==> src/rtl/hmd_pkg.sv <==
package hmd_pkg;

  localparam int MAX_HIST = 64;

  // Word with the n lowest bits set, used to build the match patterns.
  function automatic logic [MAX_HIST-1:0] low_ones(input int n);
    logic [MAX_HIST-1:0] r;
    for (int i = 0; i < MAX_HIST; i++) begin
      r[i] = (i < n);
    end
    return r;
  endfunction

endpackage

==> src/rtl/hmd_sync.sv <==
module hmd_sync #(
  parameter int   STAGES  = 2,
  parameter logic RST_VAL = 1'b1
) (
  input  logic clk,
  input  logic rst,
  input  logic d,
  output logic q
);

  logic [STAGES-1:0] chain;

  generate
    if (STAGES == 1) begin : g_single
      always_ff @(posedge clk) begin
        if (rst) chain <= RST_VAL;
        else     chain <= d;
      end
    end else begin : g_multi
      always_ff @(posedge clk) begin
        if (rst) chain <= {STAGES{RST_VAL}};
        else     chain <= {chain[STAGES-2:0], d};
      end
    end
  endgenerate

  assign q = chain[STAGES-1];

endmodule

==> src/rtl/hmd_history.sv <==
module hmd_history #(
  parameter int   HIST_W  = 16,
  parameter logic RST_VAL = 1'b1
) (
  input  logic              clk,
  input  logic              rst,
  input  logic              tick,
  input  logic              sample,
  output logic [HIST_W-1:0] hist,
  output logic              fresh
);

  always_ff @(posedge clk) begin
    if (rst) begin
      hist  <= {HIST_W{RST_VAL}};
      fresh <= 1'b0;
    end else begin
      fresh <= tick;
      if (tick) hist <= {hist[HIST_W-2:0], sample};
    end
  end

endmodule

==> src/rtl/hmd_match.sv <==
module hmd_match #(
  parameter int              HIST_W      = 16,
  parameter logic [HIST_W-1:0] PRESS_PAT   = '0,
  parameter logic [HIST_W-1:0] RELEASE_PAT = '1,
  parameter bit              EN_RELEASE  = 1'b1
) (
  input  logic              clk,
  input  logic              rst,
  input  logic [HIST_W-1:0] hist,
  input  logic              fresh,
  output logic              press_evt,
  output logic              release_evt
);

  always_ff @(posedge clk) begin
    if (rst) press_evt <= 1'b0;
    else     press_evt <= fresh && (hist == PRESS_PAT);
  end

  generate
    if (EN_RELEASE) begin : g_rel
      always_ff @(posedge clk) begin
        if (rst) release_evt <= 1'b0;
        else     release_evt <= fresh && (hist == RELEASE_PAT);
      end
    end else begin : g_norel
      assign release_evt = 1'b0;
    end
  endgenerate

endmodule

==> src/rtl/hist_match_debounce.sv <==
module hist_match_debounce #(
  parameter int HIST_W      = 16,
  parameter int SETTLE_N    = 4,
  parameter int SYNC_STAGES = 2,
  parameter bit EN_RELEASE  = 1'b1
) (
  input  logic clk,
  input  logic rst,
  input  logic tick_i,
  input  logic key_n_i,
  output logic press_o,
  output logic release_o
);

  localparam logic [HIST_W-1:0] SETTLE_MASK = HIST_W'(hmd_pkg::low_ones(SETTLE_N));
  localparam logic [HIST_W-1:0] PRESS_PAT   = ~SETTLE_MASK;
  localparam logic [HIST_W-1:0] RELEASE_PAT = SETTLE_MASK;

  logic              key_sync;
  logic [HIST_W-1:0] hist_q;
  logic              fresh_q;

  hmd_sync #(.STAGES(SYNC_STAGES), .RST_VAL(1'b1)) u_sync (
    .clk (clk),
    .rst (rst),
    .d   (key_n_i),
    .q   (key_sync)
  );

  hmd_history #(.HIST_W(HIST_W), .RST_VAL(1'b1)) u_hist (
    .clk    (clk),
    .rst    (rst),
    .tick   (tick_i),
    .sample (key_sync),
    .hist   (hist_q),
    .fresh  (fresh_q)
  );

  hmd_match #(
    .HIST_W      (HIST_W),
    .PRESS_PAT   (PRESS_PAT),
    .RELEASE_PAT (RELEASE_PAT),
    .EN_RELEASE  (EN_RELEASE)
  ) u_match (
    .clk         (clk),
    .rst         (rst),
    .hist        (hist_q),
    .fresh       (fresh_q),
    .press_evt   (press_o),
    .release_evt (release_o)
  );

endmodule

==> config.mk <==
export PLATFORM = sky130hd
export DESIGN_NAME = hist_match_debounce
export DESIGN_NICKNAME = d
export VERILOG_FILES = /design/src/rtl/hmd_pkg.sv /design/src/rtl/hmd_sync.sv /design/src/rtl/hmd_history.sv /design/src/rtl/hmd_match.sv /design/src/rtl/hist_match_debounce.sv
export SDC_FILE = /design/constraint.sdc
export NUM_CORES = 1
export LEC_CHECK = 0
export BUFFER_PORTS_ARGS = -buffer_cell sky130_fd_sc_hd__buf_2
export CAP_MARGIN = 20
export CORE_UTILIZATION = 49
export DETAILED_ROUTE_END_ITERATION = 16
export PLACE_DENSITY = 0.7
export SETUP_SLACK_MARGIN = 0.15
export SLEW_MARGIN = 20
export SYNTH_ARGS = -nofsm -noshare
export SYNTH_HDL_FRONTEND = slang
export SYNTH_SLANG_ARGS = --single-unit
==> constraint.sdc <==
create_clock -name clk -period 1.3 [get_ports clk]
set_clock_uncertainty 0.2 [all_clocks]
set_input_delay 0.195 -clock clk [delete_from_list [all_inputs] [get_ports clk]]
set_output_delay 0.195 -clock clk [all_outputs]
set_load 0.02 [all_outputs]
==> results.yml, run 1 <==
clock_tree:
  cts-root-buf: "clkbuf_4"
  cts_tree: "built"
  clock-sinks: 21
  clock_path_buffers: 2
  htreeDepth: 1
  path_clk_slew_ns: 0.11
  clock_latency_ns: 0.29
  numCtsBuffers: 3
power:
  p_seq_share_pct: 62.1
  netSwitchingFraction_pct: 23.1
  clkPwrFrac_pct: 25.8
  ir_drop_v: 0.000819
  p_int_mw: 0.881
  comb_power_share_pct: 12.1
  p_per_area_mw_per_mm2: 1150
  fin_total_pwr_mw: 1.15
  p_sw_mw: 0.265
  p_leak_nw: 0.392
timing:
  holdWs_ns: 0.0229
  rsz0062_at_grt: "yes"
  slew_headroom_pct: 83.5
  setup_tns_ns: 0
  max_freq_mhz: 785
  fin_crit_ns: 1.27
  final-hold-violation-count: 0
  setup_violations: 0
  post-route-period-util_pct: 98.0
  slew_violations: 0
  tightestPinTransition_ns: 0.248
final_layout:
  layout_commonest_cell: "nor2b_1"
  diodes: 0
  fin_nets: 95
  area_delta_synth_final_pct: 24.7
  final_area_um2: 998
  fin_cells: 106
  drive_gt1_share_pct: 35.6
  fillers: 127
  layout_common_cells: "nor2b_1, dfxtp_1, a211o_1"
routing:
  vias: 599
  ant_nets: 0
  drc: 0
  wl_per_cell_um: 13.3
  routed_via_density: 5.65
  routed_wl_mm: 1.41
  firstDrtPassIters: 3
  drt_iter0_markers: 5
worst_hold_path:
  hold_depth: 4
  hold_class: "primary input to register"
  hold_start: "rst"
  worst_hold_path.endpoint: "u_match.release_evt"
die:
  die_h_um: 42.4
  ios: 6
  core_area_mm2: 0.00152
  dieArea_mm2: 0.00180
  rows: 14
  die_w_um: 42.4
  initial_utilization_pct: 52.5
setup_path:
  critPathMaxFanout: 3
  crit_path_end_kind: "register"
  r2r-start: "u_hist.hist[2]"
  worstPathArrival_ns: 1.29
  cp_cell_sequence: "or4b_4 -> nor4_2"
  required_ns: 1.31
  start_kind: "register"
  critical_path.top_delay_family: "simple AND/OR/NAND/NOR gates"
  max_stage_delay_ns: 0.53
  path_class: "register to register"
  cpMaxStageDelayCell: "or4b_4"
  worstReg2RegEnd: "u_match.press_evt"
  ff2ff_setup_slack_ns: 0.03
  reg2regPathDepth: 2
  path_buf_inv: 0
grt:
  grt_pass1_vias: 579
  grt_pass1_wl_mm: 2.45
  antenna_found_initial: 0
  grt-ovfl-total: 0
  grt_start_max_net_pins: 19
  grt_use_total_pct: 18.3
synthesis:
  synth.area.top_cells: "dfxtp_1, a211o_1, nor2b_1"
  synth-seq-cells: 21
  synth_fp_nets: 78
  yosysWarnings: 0
  synth.avg_cell_area_um2: 10.8
  synth.distinct_cells: 15
  syn-cell-area_um2: 801
  synth_top_area_share_pct: 52.5
  synth_cells: 74
  seq_area_frac_synth_pct: 52.5
  synth.largest_area_cell: "dfxtp_1"
place:
  dpl.hpwl_um: 940
  placedCellCount: 100
  placed_area_um2: 911
  gp_congestion: 0.756
  portBuffers: 5
run:
  maxCapViolCount: 0
status:
  status: "finished, final reports clean"
synthesized netlist by cell type (all sizes together):
cell,instances
or2,2
nand4,3
clkbuf,2
and4b,1
and2b,1
or4b,1
nor2b,18
nand3,1
nand3b,1
nor4,4
buf,3
dfxtp,21
a211o,16
stage by stage:
step	setup slack (ns)	util, %
after floorplan	0.0761	-
after global placement	0.0239	59.8
after detailed placement	0.0288	59.8
after CTS	0.0268	64.8
after global routing	0.000370	65.5
final	0.0257	65.5
repair_timing:
| item | 4_1_cts | 5_1_grt |
|---|---|---|
| setup buffers | 1 | 0 |
| endpoints found under the hold margin | 1 | 0 |
| pin swaps | 3 | 0 |
| endpoints found under the setup margin | 4 | 5 |
| resized for setup | 10 | 3 |
| hold buffers | 1 | 0 |
layout make-up:
type	instances	area (µm²)	area share, %
tap	16	20.0	2.01
sequential	21	427	42.7
clock buffer	4	26.3	2.63
timing repair buffer	17	143	14.3
multi-input combinational	48	383	38.3
sequential cells by signal, summed over array words and instances, names as in the netlist:
register,flops
u_hist.hist,16
u_sync.chain,2
u_hist.fresh,1
u_match.release_evt,1
u_match.press_evt,1
cells by family after synthesis:
kind of cell | synth area share [%]
AO/OA/AOI/OAI | 17.7
AND/OR/NAND/NOR | 27.0
flip-flops | 52.5
buffers and inverters | 2.81
routing by layer:
layer	share of wire (%)	track usage [%]	vias to the layer above	routed length (µm)
met4	2.6	11.3	0	36
met2	46	29.8	8	650
met3	2.1	2.59	4	30
met5	0	0	-	0
li1	-	-	301	-
met1	49	22.6	286	694
how the worst max path moves through the flow:
stage | start | endpoint | slack (ns) | cells past startpoint
2_1_floorplan | u_hist.hist[2] | u_match.press_evt | 0.08 | 2
3_3_place_gp | u_hist.hist[2] | u_match.press_evt | 0.02 | 2
3_5_place_dp | u_hist.hist[2] | u_match.press_evt | 0.03 | 2
4_1_cts | u_hist.hist[2] | u_match.press_evt | 0.03 | 2
5_1_grt | u_hist.hist[2] | u_match.press_evt | 0.0004 | 2
6_report | u_hist.hist[2] | u_match.press_evt | 0.03 | 2
worst min-delay path, cell delays in order:
cell and delay, ns:
buf_2 0.11, nor2b_1 0.06, nand3b_1 0.08, nor4_1 0.04
power by group through the flow:
stage,clock network [mW],logic [mW],registers (mW)
floorplan,0,0.0835,0.715
global placement,0,0.130,0.718
detailed placement,0,0.132,0.719
CTS,0.314,0.139,0.707
global route,0.337,0.153,0.717
finish,0.296,0.139,0.711
Note: power is estimated with default switching activity, not from simulation.
==> run 2: changes to the inputs <==
--- a/config.mk
+++ b/config.mk
@@ -8,8 +8,11 @@
 export BUFFER_PORTS_ARGS = -buffer_cell sky130_fd_sc_hd__buf_2
 export CAP_MARGIN = 20
 export CORE_UTILIZATION = 49
+export CTS_CLUSTER_SIZE = 12
 export DETAILED_ROUTE_END_ITERATION = 16
+export GPL_TIMING_DRIVEN = 1
 export PLACE_DENSITY = 0.7
+export RECOVER_POWER = 100
 export SETUP_SLACK_MARGIN = 0.15
 export SLEW_MARGIN = 20
 export SYNTH_ARGS = -nofsm -noshare
==> results.yml, run 2 (synthesis results as in run 1) <==
status:
  status: "finished, final reports clean"
final_layout:
  layout_commonest_cell: "dfxtp_1"
  fillers: 133
  seq_area_um2: 423
  top_regs: "u_hist.hist (16), u_sync.chain (2)"
  postLayoutCoreUtil_pct: 64.7
  layout_common_cells: "dfxtp_1, nor2b_1, a211o_1"
  multi_input_area_um2: 383
  diodes: 0
  largest-register: "u_hist.hist"
  fin_nets: 95
  drive_gt1_share_pct: 28.9
  final_area_um2: 986
  largest_reg_flops: 16
  area_delta_synth_final_pct: 23.1
clock_tree:
  clock_path_buffers: 2
  cts_tree: "built"
  cts-root-buf: "clkbuf_4"
  clock_latency_ns: 0.29
  path_clk_slew_ns: 0.11
  htreeDepth: 1
  clock-sinks: 21
  numCtsBuffers: 3
place:
  portBuffers: 5
  gp_congestion: 0.756
  placed_area_um2: 911
  dpl.hpwl_um: 940
timing:
  setup_violations: 0
  tightestPinTransition_ns: 0.573
  slew_headroom_pct: 61.8
  slew_violations: 0
  setup_tns_ns: 0
  rsz0062_at_grt: "yes"
  fin_crit_ns: 1.27
  max_freq_mhz: 788
  final-hold-violation-count: 0
  post-route-period-util_pct: 97.6
grt:
  grt-ovfl-total: 0
  grt_pass1_wl_mm: 2.45
  grt_use_total_pct: 18.3
  grt_start_max_net_pins: 19
  grt_pass1_vias: 579
  antenna_found_initial: 0
setup_path:
  critPathMaxFanout: 3
  path_class: "register to register"
  max_stage_delay_ns: 0.53
  worstPathArrival_ns: 1.29
  start_kind: "register"
  crit_path_end_kind: "register"
  cpMaxStageDelayCell: "or4b_4"
  cp_cell_sequence: "or4b_4 -> nor4_2"
  required_ns: 1.32
routing:
  ant_nets: 0
  drt_iter0_markers: 5
  drc: 0
  wl_per_cell_um: 13.3
  vias: 599
  routed_via_density: 5.65
  routed_wl_mm: 1.41
  firstDrtPassIters: 3
power:
  ir_drop_v: 0.000821
  p_per_area_mw_per_mm2: 1160
  p_leak_nw: 0.381
  fin_total_pwr_mw: 1.14
die:
  rows: 14
  dieArea_mm2: 0.00180
  initial_utilization_pct: 52.5
  die_h_um: 42.4
  ios: 6
  die_w_um: 42.4
  core_area_mm2: 0.00152
run:
  maxCapViolCount: 0
worst_hold_path:
  hold_class: "primary input to register"
## run 2: changes by cell type in the layout (fill, tap and decap cells not counted), sizes merged
cell    delta
buf        -3
clkbuf     +3
## run 2: layout make-up
class                      instances  area share [%]
clock buffer                       4            2.66
multi-input combinational         48            38.8
sequential                        21            42.9
tap                               16            2.03
timing repair buffer              17            13.6
## run 2: layer usage
layer | vias up | wire length [µm] | track usage (%)
met1 | 285 | 691 | 22.6
li1 | 302 | - | -
met3 | 4 | 25 | 2.59
met5 | - | 0 | 0
met4 | 0 | 36 | 11.3
met2 | 8 | 655 | 29.8
## run 2: worst paths after layout
path | from | endpoint | slack [ns] | depth (start not counted)
min | rst | u_match.release_evt | 0.03 | 4
min reg2reg | u_sync.chain[0] | u_sync.chain[1] | 0.22 | 1
max reg2reg | u_hist.hist[2] | u_match.press_evt | 0.03 | 2
max | u_hist.hist[2] | u_match.press_evt | 0.03 | 2
## run 2: what timing repair did
item / 4_1_cts / 5_1_grt
gates cloned: 0 / 0
resized for setup: 10 / 3
pin swaps: 3 / 0
hold buffers: 1 / 0
endpoints found under the setup margin: 4 / 5
setup buffers: 1 / 0
endpoints found under the hold margin: 1 / 0
## run 2: report_power, final
group	internal, mW	leakage (nW)	switching, mW
clock	0.119	0.0150	0.177
combinational	0.0778	0.193	0.0577
sequential	0.680	0.173	0.0304
## run 2: critical path: cells and delay by family, from the launching register on
family | cells | cell delay [ns]
simple gates | 2 | 0.66
flops | 1 | 0.34
## run 2: through the flow
step | hold WS [ns] | worst slack, ns | std cells
floorplan | 0.0988 | 0.0761 | 74
global placement | 0.181 | 0.0239 | 100
detailed placement | 0.185 | 0.0288 | 100
CTS | 0.0127 | 0.0268 | 106
global route | 0.0605 | 0.00529 | 106
finish | 0.0310 | 0.0313 | 106
==> run 3: changes to the inputs <==
--- a/config.mk
+++ b/config.mk
@@ -5,13 +5,14 @@
 export SDC_FILE = /design/constraint.sdc
 export NUM_CORES = 1
 export LEC_CHECK = 0
+export ABC_AREA = 1
 export BUFFER_PORTS_ARGS = -buffer_cell sky130_fd_sc_hd__buf_2
 export CAP_MARGIN = 20
-export CORE_UTILIZATION = 49
+export CORE_UTILIZATION = 50
 export CTS_CLUSTER_SIZE = 12
 export DETAILED_ROUTE_END_ITERATION = 16
 export GPL_TIMING_DRIVEN = 1
-export PLACE_DENSITY = 0.7
+export PLACE_DENSITY = 0.71
 export RECOVER_POWER = 100
 export SETUP_SLACK_MARGIN = 0.15
 export SLEW_MARGIN = 20
==> results.yml, run 3 <==
setup_path:
  cpMaxStageDelayCell: "dfxtp_1"
  worstPathArrival_ns: 0.76
  path_class: "register to primary output"
  cp_cell_sequence: "buf_6"
  start_kind: "register"
  critical_path.top_delay_family: "flip-flops"
  crit_path_end_kind: "primary output"
  path_buf_inv: 1
  max_stage_delay_ns: 0.35
  required_ns: 0.90
  critPathMaxFanout: 1
run:
  maxCapViolCount: 0
clock_tree:
  clock-sinks: 21
  cts_tree: "built"
  path_clk_slew_ns: 0.12
  clock_path_buffers: 2
  cts-root-buf: "clkbuf_4"
  htreeDepth: 1
  cts_setup_buffers: 0
  clock_latency_ns: 0.31
  numCtsBuffers: 3
synthesis:
  synth_top_area_share_pct: 49.3
  seq_area_frac_synth_pct: 49.3
  synth.area.top_cells: "dfxtp_1, nand2_1, inv_1"
  async_flop_share_pct: 0
  post-synth-top-count-cell: "dfxtp_1"
  synth_enable_flop_cells: 0
  syn-cell-area_um2: 853
  synth_top_family_by_area: "compound AO/OA/AOI/OAI gates"
  synth_xor_area_share_pct: 0
  yosysWarnings: 0
  synthMuxAreaShare_pct: 0
  synth.avg_cell_area_um2: 7.90
  synth_common_cells: "dfxtp_1, nand2_1, inv_1, o21ai_1, nor2_1"
  synth-adder-area-share_pct: 0
  synth_compound_area_share_pct: 18.8
  synth-seq-cells: 21
  synth_fp_nets: 112
  synth.largest_area_cell: "dfxtp_1"
  synth-main-ff-cell: "dfxtp_1"
  synth_cells: 108
  yosys.area_share.simple_pct: 18.6
  synth.distinct_cells: 15
worst_hold_path:
  hold_class: "primary input to register"
timing:
  setup_violations: 0
  slew_violations: 0
  post-route-period-util_pct: 89.1
  max_freq_mhz: 864
  slew_headroom_pct: 67.7
  rsz0062_at_grt: "yes"
  setup_tns_ns: 0
  tightestPinTransition_ns: 0.484
  fin_crit_ns: 1.16
  final-hold-violation-count: 0
routing:
  wl_per_cell_um: 10.5
  drt_iter0_markers: 6
  routed_wl_mm: 1.36
  vias: 638
  drc: 0
  routed_via_density: 4.91
  firstDrtPassIters: 4
  ant_nets: 0
die:
  die_h_um: 43.3
  initial_utilization_pct: 55.4
  dieArea_mm2: 0.00188
  ios: 6
  core_area_mm2: 0.00154
  die_w_um: 43.3
  rows: 14
grt:
  grt_pass1_vias: 513
  grt_start_max_net_pins: 30
  grt-ovfl-total: 0
  antenna_found_initial: 0
  grt_use_total_pct: 16.0
  grt_pass1_wl_mm: 2.23
power:
  ir_drop_v: 0.000600
  p_leak_nw: 0.459
  p_per_area_mw_per_mm2: 1270
status:
  status: "finished, final reports clean"
final_layout:
  layout_common_cells: "dfxtp_1, nand2_1, inv_1"
  largest-register: "u_hist.hist"
  layout_commonest_cell: "dfxtp_1"
  top_regs: "u_hist.hist (16), u_sync.chain (2)"
  fin_nets: 119
  largest_reg_flops: 16
  area_delta_synth_final_pct: 3.52
  diodes: 0
  postLayoutCoreUtil_pct: 57.3
  drive_gt1_share_pct: 12.3
place:
  gp_congestion: 0.772
  portBuffers: 5
  dpl.hpwl_um: 955
run 3: per-layer routing:
metal | track usage, % | share of wire [%]
met5 | 0 | 0
met4 | 9.09 | 1.7
met3 | 3.83 | 2.1
met2 | 21.8 | 41
met1 | 23.0 | 55
run 3: cell type report:
class,instances,area [µm²]
clock buffers,3,22.5
clock inverters,1,5.00
fillers,147,658
inverters,17,63.8
multi-input cells,65,299
flip-flops and latches,21,420
well taps,16,20.0
repair buffers,7,52.6
run 3: logic make-up (layout without fill, tap and decap cells):
logic type | Yosys count | after routing
simple gates | 38 | 38
compound gates | 27 | 27
buf+inv | 22 | 28
flops | 21 | 21
run 3: timing repair:
| item | 4_1_cts | 5_1_grt |
|---|---|---|
| cloned | 0 | 0 |
| endpoints found under the hold margin | 1 | 0 |
| gates resized for setup | 6 | 1 |
| endpoints found under the setup margin | 2 | 3 |
| hold buffers | 1 | 0 |
| pin swaps | 0 | 0 |
run 3: path summary, 6_finish.rpt:
kind	start	endpoint	slack, ns	cells past startpoint
setup / recovery	u_match.release_evt	release_o	0.14	1
hold / removal	rst	u_hist.fresh	0.05	2
setup reg to reg	u_hist.hist[0]	u_match.press_evt	0.29	5
hold reg to reg	u_sync.chain[0]	u_sync.chain[1]	0.23	1
run 3: report_power, final:
group          switching, mW  leakage (nW)  total, mW  internal [mW]
Combinational         0.0610         0.268     0.0987         0.0377
Clock                  0.206        0.0177      0.321          0.115
Sequential            0.0251         0.174      0.705          0.680
Total                  0.292         0.459       1.12          0.832
run 3: stage by stage:
step	power [mW]	instance area, µm²	instances	hold slack, ns	worst slack [ns]
floorplan	0.814	853	108	0.0988	0.384
global placement	0.828	868	125	0.177	0.246
detailed placement	0.833	868	125	0.185	0.236
CTS	1.15	921	130	0.0610	0.144
global route	1.18	883	130	0.0701	0.114
finish	1.12	883	130	0.0527	0.142
